**src/rtl/seq_pkg.sv**
```systemverilog
package seq_pkg;
  typedef enum logic {
    PH_LOAD   = 1'b0,
    PH_STROBE = 1'b1
  } phase_t;
endpackage

```
**src/rtl/seq_tick_gen.sv**
```systemverilog
module seq_tick_gen #(
  parameter int INT_DIV = 200,
  parameter int EXT_DIV = 4
) (
  input  logic clk,
  input  logic rst,
  input  logic ext_clk,
  input  logic use_ext,
  output logic tick
);
  localparam int CW = (INT_DIV > 2) ? $clog2(INT_DIV) : 1;
  localparam int EW = (EXT_DIV > 2) ? $clog2(EXT_DIV) : 1;

  logic [2:0]    ext_s;
  logic          ext_rise;
  logic [CW-1:0] int_cnt;
  logic [EW-1:0] ext_cnt;

  always_ff @(posedge clk) begin
    if (rst) ext_s <= '0;
    else     ext_s <= {ext_s[1:0], ext_clk};
  end

  assign ext_rise = ext_s[1] & ~ext_s[2];

  always_ff @(posedge clk) begin
    if (rst) begin
      int_cnt <= '0;
      ext_cnt <= '0;
      tick    <= 1'b0;
    end else begin
      tick <= 1'b0;
      if (use_ext) begin
        int_cnt <= '0;
        if (ext_rise) begin
          if (ext_cnt == EW'(EXT_DIV - 1)) begin
            ext_cnt <= '0;
            tick    <= 1'b1;
          end else begin
            ext_cnt <= ext_cnt + 1'b1;
          end
        end
      end else begin
        ext_cnt <= '0;
        if (int_cnt == CW'(INT_DIV - 1)) begin
          int_cnt <= '0;
          tick    <= 1'b1;
        end else begin
          int_cnt <= int_cnt + 1'b1;
        end
      end
    end
  end

  // with the external source held, a tick needs a sampled rising edge
  p_ext_edge_r3: assert property (@(posedge clk) disable iff (rst)
    (tick && $past(use_ext)) |-> $past(ext_rise));
endmodule

```
**src/rtl/seq_code_ram.sv**
```systemverilog
module seq_code_ram #(
  parameter int NCH = 16,
  parameter int DW  = 16,
  localparam int AW = $clog2(NCH)
) (
  input  logic          clk,
  input  logic          we,
  input  logic [AW-1:0] waddr,
  input  logic [DW-1:0] wdata,
  input  logic [AW-1:0] raddr,
  output logic [DW-1:0] rdata
);
  logic [DW-1:0] mem [NCH];

  always_ff @(posedge clk) begin
    if (we) mem[waddr] <= wdata;
    rdata <= mem[raddr];
  end
endmodule

```
**src/rtl/seq_core.sv**
```systemverilog
module seq_core
  import seq_pkg::*;
#(
  parameter int NCH = 16,
  parameter int DW  = 16,
  parameter logic [DW-1:0] DEF_CODE = 16'h4F2C,
  localparam int AW = $clog2(NCH)
) (
  input  logic          clk,
  input  logic          rst,
  input  logic          sweep_req,
  input  logic          tick,
  input  logic          cs_n,
  input  logic          word_valid,
  input  logic [AW-1:0] word_addr,
  input  logic [DW-1:0] word_code,
  input  logic          word_imm_eff,
  input  logic          word_ext,
  input  logic [DW-1:0] ram_q,
  output logic          ram_we,
  output logic [AW-1:0] ram_waddr,
  output logic [DW-1:0] ram_wdata,
  output logic [AW-1:0] ram_raddr,
  output logic          ext_bit,
  output logic [DW-1:0] dac_code,
  output logic [NCH-1:0] sample_strobe,
  output logic          busy
);
  phase_t        phase;
  logic [AW-1:0] ptr;
  logic [AW-1:0] cur;
  logic          svc;
  logic          pend_v;
  logic [AW-1:0] pend_addr;
  logic [AW-1:0] ptr_nxt;

  assign ptr_nxt   = (ptr == AW'(NCH - 1)) ? '0 : ptr + 1'b1;
  assign ram_we    = busy ? (tick && phase == PH_LOAD) : word_valid;
  assign ram_waddr = busy ? ptr : word_addr;
  assign ram_wdata = busy ? DEF_CODE : word_code;
  assign ram_raddr = pend_v ? pend_addr : ptr;

  always_ff @(posedge clk) begin
    if (rst || sweep_req) begin
      busy          <= 1'b1;
      phase         <= PH_LOAD;
      ptr           <= '0;
      cur           <= '0;
      svc           <= 1'b0;
      pend_v        <= 1'b0;
      pend_addr     <= '0;
      ext_bit       <= 1'b0;
      dac_code      <= '0;
      sample_strobe <= '0;
    end else begin
      sample_strobe <= '0;
      if (busy) begin
        if (tick) begin
          if (phase == PH_LOAD) begin
            dac_code <= DEF_CODE;
            cur      <= ptr;
            phase    <= PH_STROBE;
          end else begin
            sample_strobe[cur] <= 1'b1;
            phase              <= PH_LOAD;
            ptr                <= ptr_nxt;
            if (ptr == AW'(NCH - 1)) busy <= 1'b0;
          end
        end
      end else begin
        if (tick) begin
          if (phase == PH_STROBE) begin
            sample_strobe[cur] <= 1'b1;
            phase              <= PH_LOAD;
            if (svc) svc <= 1'b0;
            else     ptr <= ptr_nxt;
          end else if (cs_n) begin
            dac_code <= ram_q;
            phase    <= PH_STROBE;
            if (pend_v) begin
              cur    <= pend_addr;
              svc    <= 1'b1;
              pend_v <= 1'b0;
            end else begin
              cur <= ptr;
            end
          end
        end
        if (word_valid) begin
          ext_bit <= word_ext;
          if (word_imm_eff) begin
            pend_v    <= 1'b1;
            pend_addr <= word_addr;
          end
        end
      end
    end
  end

  // never more than one channel sampled at once
  p_strobe_onehot_r1: assert property (@(posedge clk) disable iff (rst)
    $onehot0(sample_strobe));

  // a pending load does not happen while chip select is low
  p_hold_on_cs_r4: assert property (@(posedge clk) disable iff (rst || sweep_req)
    (!busy && !cs_n && tick && phase == PH_LOAD) |=> ($stable(dac_code) && sample_strobe == '0));

  // sweep strobes always carry the default code
  p_sweep_code_r8: assert property (@(posedge clk) disable iff (rst)
    (busy && |sample_strobe) |-> dac_code == DEF_CODE);

  // the sweep ends on the last channel's strobe
  p_sweep_end_r8: assert property (@(posedge clk) disable iff (rst)
    $fell(busy) |-> sample_strobe[NCH-1]);
endmodule

```
**src/rtl/refresh_sequencer.sv**
```systemverilog
module refresh_sequencer #(
  parameter int NCH     = 16,
  parameter int DW      = 16,
  parameter int INT_DIV = 200,
  parameter int EXT_DIV = 4,
  parameter logic [DW-1:0] DEF_CODE = 16'h4F2C,
  localparam int AW = $clog2(NCH)
) (
  input  logic           clk,
  input  logic           rst,
  input  logic           reset_req,
  input  logic           cs_n,
  input  logic           ext_clk,
  input  logic           ext_sel_pin,
  input  logic           imm_pin,
  input  logic           word_valid,
  input  logic [AW-1:0]  word_addr,
  input  logic [DW-1:0]  word_code,
  input  logic           word_imm,
  input  logic           word_ext,
  output logic [DW-1:0]  dac_code,
  output logic [NCH-1:0] sample_strobe,
  output logic           busy
);
  logic          tick;
  logic          use_ext;
  logic          ext_bit;
  logic          ram_we;
  logic [AW-1:0] ram_waddr;
  logic [AW-1:0] ram_raddr;
  logic [DW-1:0] ram_wdata;
  logic [DW-1:0] ram_q;

  assign use_ext = !busy && (ext_sel_pin || ext_bit);

  seq_tick_gen #(.INT_DIV(INT_DIV), .EXT_DIV(EXT_DIV)) u_tick (
    .clk     (clk),
    .rst     (rst),
    .ext_clk (ext_clk),
    .use_ext (use_ext),
    .tick    (tick)
  );

  seq_code_ram #(.NCH(NCH), .DW(DW)) u_ram (
    .clk   (clk),
    .we    (ram_we),
    .waddr (ram_waddr),
    .wdata (ram_wdata),
    .raddr (ram_raddr),
    .rdata (ram_q)
  );

  seq_core #(.NCH(NCH), .DW(DW), .DEF_CODE(DEF_CODE)) u_core (
    .clk           (clk),
    .rst           (rst),
    .sweep_req     (reset_req),
    .tick          (tick),
    .cs_n          (cs_n),
    .word_valid    (word_valid),
    .word_addr     (word_addr),
    .word_code     (word_code),
    .word_imm_eff  (word_imm || imm_pin),
    .word_ext      (word_ext),
    .ram_q         (ram_q),
    .ram_we        (ram_we),
    .ram_waddr     (ram_waddr),
    .ram_wdata     (ram_wdata),
    .ram_raddr     (ram_raddr),
    .ext_bit       (ext_bit),
    .dac_code      (dac_code),
    .sample_strobe (sample_strobe),
    .busy          (busy)
  );
endmodule

```
**config.mk**
```make
export PLATFORM = sky130hd
export DESIGN_NAME = refresh_sequencer
export DESIGN_NICKNAME = d
export VERILOG_FILES = /design/src/rtl/seq_pkg.sv /design/src/rtl/seq_tick_gen.sv /design/src/rtl/seq_code_ram.sv /design/src/rtl/seq_core.sv /design/src/rtl/refresh_sequencer.sv
export SDC_FILE = /design/constraint.sdc
export NUM_CORES = 1
export LEC_CHECK = 0
export BUFFER_PORTS_ARGS = -buffer_cell sky130_fd_sc_hd__clkbuf_2
export CAP_MARGIN = 5
export CORE_MARGIN = 1.5
export CORE_UTILIZATION = 45
export CTS_BUF_LIST = sky130_fd_sc_hd__clkbuf_2 sky130_fd_sc_hd__clkbuf_4 sky130_fd_sc_hd__clkbuf_8
export DETAILED_ROUTE_END_ITERATION = 6
export PLACE_DENSITY_LB_ADDON = 0.2
export SLEW_MARGIN = 20
export SYNTH_ARGS = -nofsm -noshare
export SYNTH_HDL_FRONTEND = slang
export SYNTH_SLANG_ARGS = --single-unit
```
**constraint.sdc**
```tcl
create_clock -name clk -period 2.8 [get_ports clk]
set_clock_uncertainty 0.15 [all_clocks]
set_input_delay 0.42 -clock clk [delete_from_list [all_inputs] [get_ports clk]]
set_output_delay 0.42 -clock clk [all_outputs]
set_load 0.005 [all_outputs]
```
Word level (Yosys, flattened, before mapping)
Memories as Yosys holds them, arrays and structs flattened. A register that Yosys moved wholly into a read port is not among the register bits.
Cells that the tools add are included.
W data, S select, Z words.
{"block": "totals", "reg_bits": 63, "ramBits": 256, "in_bits": 30, "memories": 1}
{"memory": "u_ram.mem", "depth": 16, "word_bits": 16, "rd": 1, "rd_ports_with_merged_regs": 1, "write_ports": 1, "line": "seq_code_ram.sv:13", "source": "logic [DW-1:0] mem [NCH];"}
{"block": "classes", "addsub": 3, "magnitude_cmp": 2, "n_eq_ne": 4, "mux": 50, "n_bitwise": 6, "reduce_logical": 18}
{"operator": "$mux W16", "n": 7}
{"operator": "$mux W4", "n": 15}
{"operator": "$mux W1", "n": 26}
{"operator": "$reduce_and A3 Y1", "n": 3}
{"operator": "$add A8 B1 Y8 const B", "n": 1}
{"operator": "$eq A8 B8 Y1 const B", "n": 1}
{"operator": "$reduce_bool A2 Y1", "n": 3}
{"operator": "$reduce_or A3 Y1", "n": 2}
{"operator": "$lt A4 B5 Y1 const B", "n": 1}
{"operator": "$not A1 Y1", "n": 5}
{"operator": "$add A4 B1 Y4 const B", "n": 1}
{"operator": "$demux W1 S4", "n": 1}
{"operator": "$eq A4 B4 Y1 const B", "n": 1}
{"operator": "$ge A4 B1 Y1 const B", "n": 1}
{"operator": "$reduce_and A4 Y1", "n": 1}
{"operator": "$logic_and A1 B1 Y1", "n": 3}
{"operator": "$logic_or A1 B1 Y1", "n": 3}
{"operator": "$add A2 B1 Y2 const B", "n": 1}
{"operator": "$eq A2 B2 Y1 const B", "n": 1}
{"operator": "$mux W2", "n": 1}
{"operator": "$ne A2 B1 Y1 const B", "n": 1}
{"operator": "$reduce_and A2 Y1", "n": 1}
{"operator": "$reduce_or A2 Y1", "n": 1}
{"operator": "$and A1 B1 Y1", "n": 1}
{"operator": "$logic_not A1 Y1", "n": 1}

Depth between registers and ports, before layout
Gate-level depths: netlist of run 1.
{"block": "logic_depth", "depth_word": 6, "depth_mapped": 7}

Hierarchy
From an unflattened synthesis of run 1, not the netlist that was laid out.
{"block": "unflattened", "cells_unflattened": 712, "area_unflattened_um2": 12675.9}
{"mod": "seq_code_ram", "instances": 1, "cells_per_inst": 432, "area_per_inst_um2": 10043.4, "seq_area_each_um2": 8007.7}
{"mod": "seq_core", "instances": 1, "cells_per_inst": 214, "area_per_inst_um2": 1994.4, "seq_area_each_um2": 980.9}
{"mod": "seq_tick_gen", "instances": 1, "cells_per_inst": 64, "area_per_inst_um2": 621.8, "seq_area_each_um2": 280.3}
{"mod": "refresh_sequencer", "instances": 1, "cells_per_inst": 2, "area_per_inst_um2": 16.3, "seq_area_each_um2": 0.0}

Least setup slack after synthesis of run 1
No wires, ideal clock.
{"block": "synth_path", "path_kind": "reg-to-reg", "startpoint": "reg u_core.busy", "endpoint": "mem u_ram.mem[10][0] (enable)", "arrival_time_ns": 2.002, "t_required_ns": 2.262, "setup_slack_ns": 0.260, "path_stages_with_launch": 7, "n_path_buf": 2, "period_less_slack_ns": 2.540, "path_cell_list": "dfxtp_1 > clkbuf_1 > clkbuf_1 > or3b_1 > o31ai_1 > nand2_1 > nor2_1"}
{"block": "synth_via", "elab_chain_len": 3}
{"element": "start: declaration", "line": "seq_core.sv:27", "source": "output logic busy"}
{"element": "start signal: assignment", "line": "seq_core.sv:45", "source": "busy <= 1'b1;"}
{"element": "start signal: assignment", "line": "seq_core.sv:67", "source": "if (ptr == AW'(NCH - 1)) busy <= 1'b0;"}
{"element": "$mux W1", "line": "seq_core.sv:38", "source": "assign ram_we = busy ? (tick && phase == PH_LOAD) : word_valid;"}
{"element": "$mux W1", "line": "seq_code_ram.sv:16", "source": "if (we) mem[waddr] <= wdata;"}
{"element": "$mux W1 (not written as such)", "line": "seq_code_ram.sv:16"}
{"element": "end: declaration", "line": "seq_code_ram.sv:13"}
Several ways; a longest one is shown, not always the timed one.

Worst setup path in the final report of run 1
{"block": "layout_path", "startpoint": "reg u_core.ptr[2]", "endpoint": "reg u_ram.rdata[10], read port of u_ram.mem"}
{"block": "layout_via", "elab_chain_len": 1}
{"element": "start: declaration", "line": "seq_core.sv:30", "source": "logic [AW-1:0] ptr;"}
{"element": "start signal: assignment", "line": "seq_core.sv:66", "source": "ptr <= ptr_nxt;"}
{"element": "start signal: assignment", "line": "seq_core.sv:76", "source": "else ptr <= ptr_nxt;"}
{"element": "$mux W4", "line": "seq_core.sv:41", "source": "assign ram_raddr = pend_v ? pend_addr : ptr;"}
{"element": "end: declaration", "line": "seq_code_ram.sv:11", "source": "output logic [DW-1:0] rdata"}
Every way passes these cells.
A chain may end at the register's enable or synchronous reset.

==> impl_metrics.py, run 1 <==
metrics = {
    "clock_tree": {
        "cts_max_level": 2,
        "clk_pin_slew_worst_paths_ns": 0.06,
        "cts_inserted_buffers": 52,
        "clk_latency_ns": 0.59,
        "cts_tree": "yes",
        "root_buffer": "clkbuf_8",
        "cts.sinks": 335,
        "cts_setup_buffers": 0,
        "clockBufferDepth": 3,
    },
    "final_layout": {
        "area_growth_pct": 17.4,
        "multi_input_area_sq_mm": 0.00322,
        "antenna_cells": 0,
        "drive_above_1_share": 0.247,
        "mostFrequentLayoutCell": "edfxtp_1",
        "fin_util": 0.535,
        "fin_nets": 976,
        "final-seq-area_sq_mm": 0.00927,
        "fillers": 2286,
        "final_cell_mix": "256 x edfxtp_1, 139 x mux2i_1, 78 x dfxtp_1",
    },
    "floorplanning": {
        "pin_count": 63,
        "start_util": 0.456,
        "die_w_microns": 171,
        "die_h_microns": 171,
        "num_rows": 61,
        "core_sq_mm": 0.0277,
        "fp.dieArea_sq_mm": 0.0291,
    },
    "worst_setup_path": {
        "cp_max_fo": 16,
        "cp_cell_sequence": "nor3b_1 > o21ai_2 > o22ai_1 > or4_1",
        "slowest_delay_ns": 0.86,
        "start_kind": "register",
        "critPathRequiredTime_ns": 3.09,
        "slowest_stage": "o21ai_2",
        "crit_type": "register to register",
        "cp-end-kind": "register",
        "arrival_ns": 2.87,
        "reg2reg_slack_ns": 0.22,
    },
    "sta": {
        "slew_headroom": 0.272,
        "min_period_ns": 2.58,
        "hold_viol": 0,
        "max_freq_ghz": 0.388,
        "setup_violations": 0,
        "post-route-period-util": 0.921,
        "worst_pin_slew_ns": 1.09,
        "maxSlewViolCount": 0,
        "rsz0062_at_grt": "no",
        "fin_setup_tns_ns": 0,
    },
    "synth": {
        "synthArstFlopShare": 0,
        "synth_edf_count": 256,
        "synth_top_cell_by_area": "edfxtp_1",
        "ys.flop_type": "edfxtp_1",
        "netlist.area_leader.share": 0.608,
        "syn_inst": 816,
        "yosysWarnings": 0,
        "syn_area_per_cell_sq_um": 15.5,
        "yosysSeqAreaShare": 0.733,
        "synth.cell_area_sq_mm": 0.0126,
        "ys_ff_latch": 335,
        "synth.area.top_cells": "edfxtp_1 61%, dfxtp_1 13%, mux2i_1 11%, o22ai_1 3.2%, nor2_1 1.6%",
        "syn_nets": 849,
        "yosysUniqueCellTypes": 45,
    },
    "pwr": {
        "internal-power_uw": 7490,
        "p_seq_frac": 0.565,
        "p_leak_uw": 0.00590,
        "pwr-share-comb": 0.006,
        "p_clk_frac": 0.428,
        "irDropWorstVdd_mv": 0.390,
        "p_switching_uw": 1850,
        "fin_total_pwr_uw": 9350,
        "netSwitchingFraction": 0.198,
        "power_density_mw_per_mm2": 630,
    },
    "placed_design": {
        "finalWeightedCongestion": 0.801,
        "place.port_buffers": 62,
        "dp_hpwl_mm": 17.8,
    },
    "min_path": {
        "hold_path.class": "input port to register",
    },
    "route": {
        "detail-route-antenna-nets": 0,
        "routed_wl_mm": 29.3,
        "drc": 0,
        "route.vias.total": 7268,
        "firstDrtPassIters": 5,
        "viasPerCell": 5.33,
        "dr.first_iter.drc_count": 564,
        "wire_per_inst_microns": 21.5,
    },
    "global_route": {
        "grt_overflow_total": 0,
        "grt_pass1_wl_mm": 43.6,
        "grt_use_total": 0.206,
        "grt_pass1_vias": 7176,
        "grt_max_degree": 34,
        "antenna_found_initial": 0,
    },
    "flow_run": {
        "maxCapViolCount": 0,
    },
    "outcome": {
        "outcome": "finished, final reports clean",
    },
}
==> cell usage after synthesis (5+ instances only) <==
library cell	n
nor2b_1	14
mux2i_1	140
buf_2	22
clkbuf_1	16
o21ai_2	8
o221a_2	8
or4_1	16
dfxtp_1	79
nor2_1	55
o22ai_1	65
nand3_1	17
edfxtp_1	256
nand2b_1	6
nand2_1	27
or2_2	10
a21oi_1	16
nor3_1	8
xor2_1	5
==> power groups by stage <==
stage / registers (uW) / logic (uW) / clock network, uW
after floorplan: 5390 / 21.2 / 0
after global placement: 5390 / 52.7 / 0
after detailed placement: 5390 / 52.9 / 0
after CTS: 5280 / 60.0 / 4100
after global routing: 5280 / 65.7 / 4330
final: 5280 / 59.2 / 4000
==> worst paths after layout <==
check                                from                                to  cells after the start
min                          word_addr[0]  u_core.pend_addr[0]$_SDFFE_PP0P_                      3
max reg2reg    u_core.ptr[2]$_SDFFE_PP0P_           u_ram.rdata[10]$_DFF_P_                      4
max            u_core.ptr[2]$_SDFFE_PP0P_           u_ram.rdata[10]$_DFF_P_                      4
min reg2reg  u_tick.int_cnt[0]$_SDFF_PP0_      u_tick.int_cnt[0]$_SDFF_PP0_                      1
==> final cells by class <==
class,instances,share of cell area
clock buffer,81,0.0646
clock inverter,16,0.00548
inverter,3,0.000759
tap,378,0.0319
multi-input combinational,437,0.217
sequential,335,0.625
timing repair buffer,114,0.0550
==> layer usage <==
metal	up-vias	track usage	wire [microns]
li1	3420	-	-
met4	0	0.0685	653
met3	52	0.0333	1630
met1	3554	0.275	13100
met2	242	0.343	13900
met5	-	0	0
==> flip-flops by register name, summed over array words and instances, names as in the netlist, 2 cells and up <==
signal,cells
u_core.sample_strobe,16
u_ram.rdata,16
u_core.pend_addr,4
u_ram.mem,256
u_tick.ext_cnt,2
u_tick.ext_s,3
u_core.dac_code,16
u_tick.int_cnt,8
u_core.cur,4
u_core.ptr,4
==> worst max-delay path: cells and delay by family (launching register included) <==
family / cells / cell delay (ns)
AND/OR/NAND/NOR: 2 / 0.65
flip-flops: 1 / 0.54
AO/OA/AOI/OAI: 2 / 1.08
==> cells by family after synthesis <==
logic type,after synthesis,synth area share
XOR/XNOR,7,0.00485
flip-flops,335,0.733
buffers and inverters,44,0.0156
adder cells (fa/ha/maj),3,0.00297
AND/OR/NAND/NOR,171,0.0689
AO/OA/AOI/OAI,112,0.0596
multiplexers,144,0.115
==> timing repair <==
action / 4_1_cts / 5_1_grt
setup endpoints to repair: 0 / 4
hold buffers: 6 / 0
hold endpoints to repair: 9 / 0
resized for setup: 0 / 1
==> stage by stage <==
step                instance area, sq um  hold slack [ns]  std cells  worst slack [ns]
floorplan                          12600            0.263        816             0.260
global placement                   13700            0.276       1261             0.141
detailed placement                 13700            0.285       1261            0.0789
CTS                                14800          0.00816       1364            0.0621
global route                       14800           0.0468       1364             0.128
finish                             14800           0.0351       1364             0.220
Power figures use the tool's default switching activity.
==> run 2, diff against run 1 <==
--- a/config.mk
+++ b/config.mk
@@ -8,9 +8,10 @@
 export BUFFER_PORTS_ARGS = -buffer_cell sky130_fd_sc_hd__clkbuf_2
 export CAP_MARGIN = 5
 export CORE_MARGIN = 1.5
-export CORE_UTILIZATION = 45
+export CORE_UTILIZATION = 33
 export CTS_BUF_LIST = sky130_fd_sc_hd__clkbuf_2 sky130_fd_sc_hd__clkbuf_4 sky130_fd_sc_hd__clkbuf_8
 export DETAILED_ROUTE_END_ITERATION = 6
+export GPL_TIMING_DRIVEN = 0
 export PLACE_DENSITY_LB_ADDON = 0.2
 export SLEW_MARGIN = 20
 export SYNTH_ARGS = -nofsm -noshare
==> impl_metrics.py, run 2 (same netlist as run 1, synthesis figures left out) <==
metrics = {
    "outcome": {
        "outcome": "finished, final reports clean",
    },
    "final_layout": {
        "layout.cells.non_filler": 1525,
        "final-seq-area_sq_mm": 0.00927,
        "antenna_cells": 0,
        "largest_reg_flops": 256,
        "final_cell_mix": "256 x edfxtp_1, 139 x mux2i_1, 79 x dfxtp_1",
        "largest-register": "u_ram.mem",
        "drive_above_1_share": 0.263,
        "fin_nets": 1001,
        "mostFrequentLayoutCell": "edfxtp_1",
        "multi_input_area_sq_mm": 0.00328,
        "area_growth_pct": 21.4,
        "final_area_sq_mm": 0.0153,
        "fillers": 3550,
    },
    "worst_setup_path": {
        "cp-end-kind": "register",
        "rr_worst_depth": 6,
        "arrival_ns": 2.96,
        "rr_startpoint": "u_core.ptr[3]$_SDFFE_PP0P_",
        "critPathRequiredTime_ns": 3.07,
        "reg2reg_slack_ns": 0.11,
        "crit_type": "register to register",
        "rr_endpoint": "u_ram.rdata[13]$_DFF_P_",
        "start_kind": "register",
        "crit_path_start": "u_core.ptr[3]$_SDFFE_PP0P_",
        "cp_max_fo": 10,
    },
    "global_route": {
        "use_met3": 0.0278,
        "grt_overflow_total": 0,
        "use_met2": 0.263,
        "antenna_found_initial": 1,
        "grt_pass1_vias": 7533,
        "grt_use_total": 0.155,
        "grtUsageMet1": 0.197,
        "grt_max_degree": 17,
        "top_usage_layer": "met2",
        "grt_pass1_wl_mm": 44.9,
    },
    "min_path": {
        "hold_end": "u_core.svc$_SDFFE_PP0P_",
        "min_from": "cs_n",
        "hold_path.class": "input port to register",
        "worstHoldPathCells": 3,
    },
    "clock_tree": {
        "cts_inserted_buffers": 54,
        "clk_pin_slew_worst_paths_ns": 0.06,
        "cts_tree": "yes",
        "cts_max_level": 2,
        "clockBufferDepth": 3,
        "root_buffer": "clkbuf_8",
        "clk_latency_ns": 0.60,
        "cts.sinks": 335,
    },
    "pwr": {
        "pwr-share-comb": 0.006,
        "p_seq_frac": 0.534,
        "p_leak_uw": 0.00603,
        "internal-power_uw": 7950,
        "netSwitchingFraction": 0.196,
        "irDropWorstVdd_mv": 0.345,
        "power_density_mw_per_mm2": 645,
        "p_switching_uw": 1940,
        "p_clk_frac": 0.460,
    },
    "floorplanning": {
        "die_w_microns": 199,
        "core_sq_mm": 0.0377,
        "num_rows": 71,
        "die_h_microns": 199,
        "pin_count": 63,
        "start_util": 0.336,
        "fp.dieArea_sq_mm": 0.0395,
    },
    "route": {
        "route.vias.total": 7202,
        "dr.first_iter.drc_count": 248,
        "detail-route-antenna-nets": 0,
        "drc": 0,
        "wire_per_inst_microns": 19.5,
        "routed_wl_mm": 29.7,
        "viasPerCell": 4.72,
        "firstDrtPassIters": 4,
    },
    "flow_run": {
        "maxCapViolCount": 0,
    },
    "sta": {
        "max_freq_ghz": 0.371,
        "post-route-period-util": 0.962,
        "min_period_ns": 2.69,
        "hold_slack_ns": 0.0439,
        "setup_ws_ns": 0.105,
        "maxSlewViolCount": 0,
        "worst_pin_slew_ns": 1.06,
        "fin_setup_tns_ns": 0,
        "hold_viol": 0,
        "slew_headroom": 0.294,
        "setup_violations": 0,
        "rsz0062_at_grt": "no",
    },
    "placed_design": {
        "dp_hpwl_mm": 20.5,
        "place_ws_ns": -0.314,
        "dp_cells": 1403,
        "place_area_sq_mm": 0.0138,
        "finalWeightedCongestion": 0.778,
        "place.port_buffers": 62,
    },
}
[run 2: changes by cell type in the layout (fill, tap and decap cells not counted), moves of 8 or more]
cell and change:
buf_4 -19, clkbuf_1 +15, buf_6 +13, clkbuf_8 +13, buf_2 +10, clkinv_1 -9
nor2_2 -8, nor2_4 +8
[run 2: final cells by class]
class                      instances  area share
buffer                            40      0.0144
clock buffer                      94      0.0741
clock inverter                     8     0.00473
inverter                           3    0.000734
multi-input combinational        437       0.214
sequential                       335       0.604
tap                              511      0.0417
timing repair buffer              97      0.0466
[run 2: through the flow]
step	util	total power (uW)
after floorplan	-	5410
after global placement	0.361	5440
after detailed placement	0.366	5440
after CTS	0.404	10000
after global routing	0.407	10200
final	0.407	9900
[run 2: worst max path at each step]
stage	end	cells past startpoint
6_report	u_ram.rdata[13]$_DFF_P_	6
5_1_grt	u_ram.mem[12][7]$_DFFE_PP_	6
3_3_place_gp	u_ram.mem[7][9]$_DFFE_PP_	5
2_1_floorplan	u_ram.mem[10][0]$_DFFE_PP_	6
3_5_place_dp	u_ram.rdata[6]$_DFF_P_	6
4_1_cts	u_ram.mem[6][14]$_DFFE_PP_	7
[run 2: timing repair]
item	CTS	global route
hold buffers	8	0
pin swaps	0	5
endpoints found under the hold margin	11	0
gates resized for setup	20	7
buffers inserted	2	10
endpoints found under the setup margin	95	148
[run 2: layer usage]
metal,up-vias,wire length [microns]
li1,3459,-
met2,156,14500
met4,0,760
met5,-,0
met3,66,1270
met1,3521,13200
[run 2: worst max-delay path, stage by stage (launching register included)]
cell      delay (ns)
dfxtp_1         0.31
clkbuf_1        0.36
nor3_1          0.16
o21ai_2         0.39
buf_2           0.34
o22ai_1         0.14
or4_1           0.65
[run 2: power groups by stage]
stage	Sequential, uW	Clock [uW]	Combinational [uW]
floorplan	5390	0	21.2
global placement	5390	0	54.1
detailed placement	5390	0	54.6
CTS	5280	4660	64.1
global route	5280	4880	70.8
finish	5280	4550	63.7
==> run 3, diff against run 2 <==
--- a/config.mk
+++ b/config.mk
@@ -13,6 +13,7 @@
 export DETAILED_ROUTE_END_ITERATION = 6
 export GPL_TIMING_DRIVEN = 0
 export PLACE_DENSITY_LB_ADDON = 0.2
+export RECOVER_POWER = 25
 export SLEW_MARGIN = 20
 export SYNTH_ARGS = -nofsm -noshare
 export SYNTH_HDL_FRONTEND = slang
==> impl_metrics.py, run 3 (same netlist as run 1, synthesis figures left out) <==
metrics = {
    "clock_tree": {
        "cts.sinks": 335,
        "cts_tree": "yes",
        "root_buffer": "clkbuf_8",
        "cts_max_level": 2,
        "clockBufferDepth": 3,
        "clk_pin_slew_worst_paths_ns": 0.06,
        "cts_inserted_buffers": 54,
        "clk_latency_ns": 0.60,
    },
    "floorplanning": {
        "start_util": 0.336,
        "fp.dieArea_sq_mm": 0.0395,
        "die_h_microns": 199,
        "die_w_microns": 199,
        "num_rows": 71,
        "pin_count": 63,
        "core_sq_mm": 0.0377,
    },
    "final_layout": {
        "area_growth_pct": 21.1,
        "layout.cells.non_filler": 1525,
        "largest_reg_flops": 256,
        "mostFrequentLayoutCell": "edfxtp_1",
        "drive_above_1_share": 0.242,
        "final_area_sq_mm": 0.0153,
        "fin_nets": 1001,
        "antenna_cells": 0,
        "final_cell_mix": "256 x edfxtp_1, 139 x mux2i_1, 79 x dfxtp_1",
        "final-seq-area_sq_mm": 0.00927,
        "fin_util": 0.406,
        "fillers": 3566,
        "largest-register": "u_ram.mem",
        "multi_input_area_sq_mm": 0.00327,
    },
    "global_route": {
        "grt_overflow_total": 0,
        "grt_pass1_vias": 7533,
        "grt_max_degree": 17,
        "grt_pass1_wl_mm": 44.9,
        "antenna_found_initial": 1,
        "grt_use_total": 0.155,
    },
    "pwr": {
        "power_density_mw_per_mm2": 646,
        "irDropWorstVdd_mv": 0.345,
        "p_leak_uw": 0.00596,
    },
    "route": {
        "route.vias.total": 7221,
        "routed_wl_mm": 29.8,
        "detail-route-antenna-nets": 0,
        "firstDrtPassIters": 4,
        "wire_per_inst_microns": 19.5,
        "viasPerCell": 4.74,
        "dr.first_iter.drc_count": 262,
        "drc": 0,
    },
    "placed_design": {
        "place_area_sq_mm": 0.0138,
        "place.port_buffers": 62,
        "dp_cells": 1403,
        "dp_hpwl_mm": 20.5,
        "finalWeightedCongestion": 0.778,
    },
    "worst_setup_path": {
        "worst-path-buf-inv": 2,
        "slowest_stage": "or4_1",
        "rr_worst_depth": 6,
        "cp_cell_sequence": "mux2i_4 > clkbuf_4 > buf_4 > mux2i_1 > o22ai_1 > or4_1",
        "arrival_ns": 2.97,
        "start_kind": "register",
        "cp_max_fo": 10,
        "crit_type": "register to register",
        "slowest_delay_ns": 0.60,
        "cp-end-kind": "register",
        "worst-path-stages": 6,
        "cp_top_family": "multiplexers",
        "critPathRequiredTime_ns": 3.06,
    },
    "sta": {
        "hold_slack_ns": 0.0474,
        "rsz0062_at_grt": "no",
        "worst_pin_slew_ns": 1.17,
        "slew_headroom": 0.219,
        "post-route-period-util": 0.968,
        "min_period_ns": 2.71,
        "hold_viol": 0,
        "max_freq_ghz": 0.369,
        "setup_violations": 0,
        "maxSlewViolCount": 0,
    },
    "outcome": {
        "outcome": "finished, final reports clean",
    },
    "flow_run": {
        "maxCapViolCount": 0,
    },
    "min_path": {
        "hold_path.class": "input port to register",
        "worstHoldPathCells": 3,
    },
}
-- run 3: cell types whose count changed in the layout (fill, tap and decap cells not counted) --
cell and change:
clkbuf_1 +20, clkbuf_2 -19, nor2b_1 +2, nor2b_2 -2
clkbuf_4 -1
-- run 3: path summary, 6_finish.rpt --
kind / start / to / slack [ns]
min reg2reg: u_core.dac_code[13]$_SDFFE_PP0P_ / u_core.dac_code[13]$_SDFFE_PP0P_ / 0.30
max: u_core.pend_v$_SDFFE_PP0N_ / u_ram.rdata[13]$_DFF_P_ / 0.09
min: cs_n / u_core.svc$_SDFFE_PP0P_ / 0.05
max reg2reg: u_core.pend_v$_SDFFE_PP0N_ / u_ram.rdata[13]$_DFF_P_ / 0.09
-- run 3: metal layers --
| metal | vias up | track usage | part of all wire |
|---|---|---|---|
| met5 | - | 0 | 0 |
| met4 | 0 | 0.0558 | 0.024 |
| met3 | 63 | 0.0278 | 0.042 |
| met2 | 151 | 0.263 | 0.49 |
| met1 | 3544 | 0.197 | 0.44 |
| li1 | 3463 | - | - |
-- run 3: where the power goes --
part           total, uW  internal (uW)  switching [uW]
clock network       4550           2640            1900
logic               63.1           31.8            31.4
registers           5280           5280            3.27
total               9890           7950            1940
-- run 3: area by class of cell --
type | instances | area share
plain buffers | 40 | 0.0144
clock buffers | 94 | 0.0743
clock inverters | 8 | 0.00474
inverters | 3 | 0.000735
multi-input cells | 437 | 0.214
flip-flops and latches | 335 | 0.605
well taps | 511 | 0.0418
repair buffers | 97 | 0.0449
-- run 3: stage by stage --
step                      setup WS (ns)  total power, uW  TNS [ns]
final                            0.0897             9890         0
after global routing            0.00362            10200         0
after CTS                        -0.177            10000     -3.12
after detailed placement         -0.314             5440     -9.54
after global placement           -0.871             5440   -158.69
after floorplan                   0.260             5410         0
-- run 3: tightest hold or removal path: stages --
cell,delay [ns]
clkbuf_2,0.11
a31oi_1,0.16
a211oi_1,0.06
-- run 3: what timing repair did --
action | 4_1_cts | 5_1_grt
buffers inserted | 2 | 10
resized for setup | 20 | 7
hold buffers | 8 | 0
endpoints found under the setup margin | 95 | 148
pin swaps | 0 | 5
hold endpoints to repair | 11 | 0
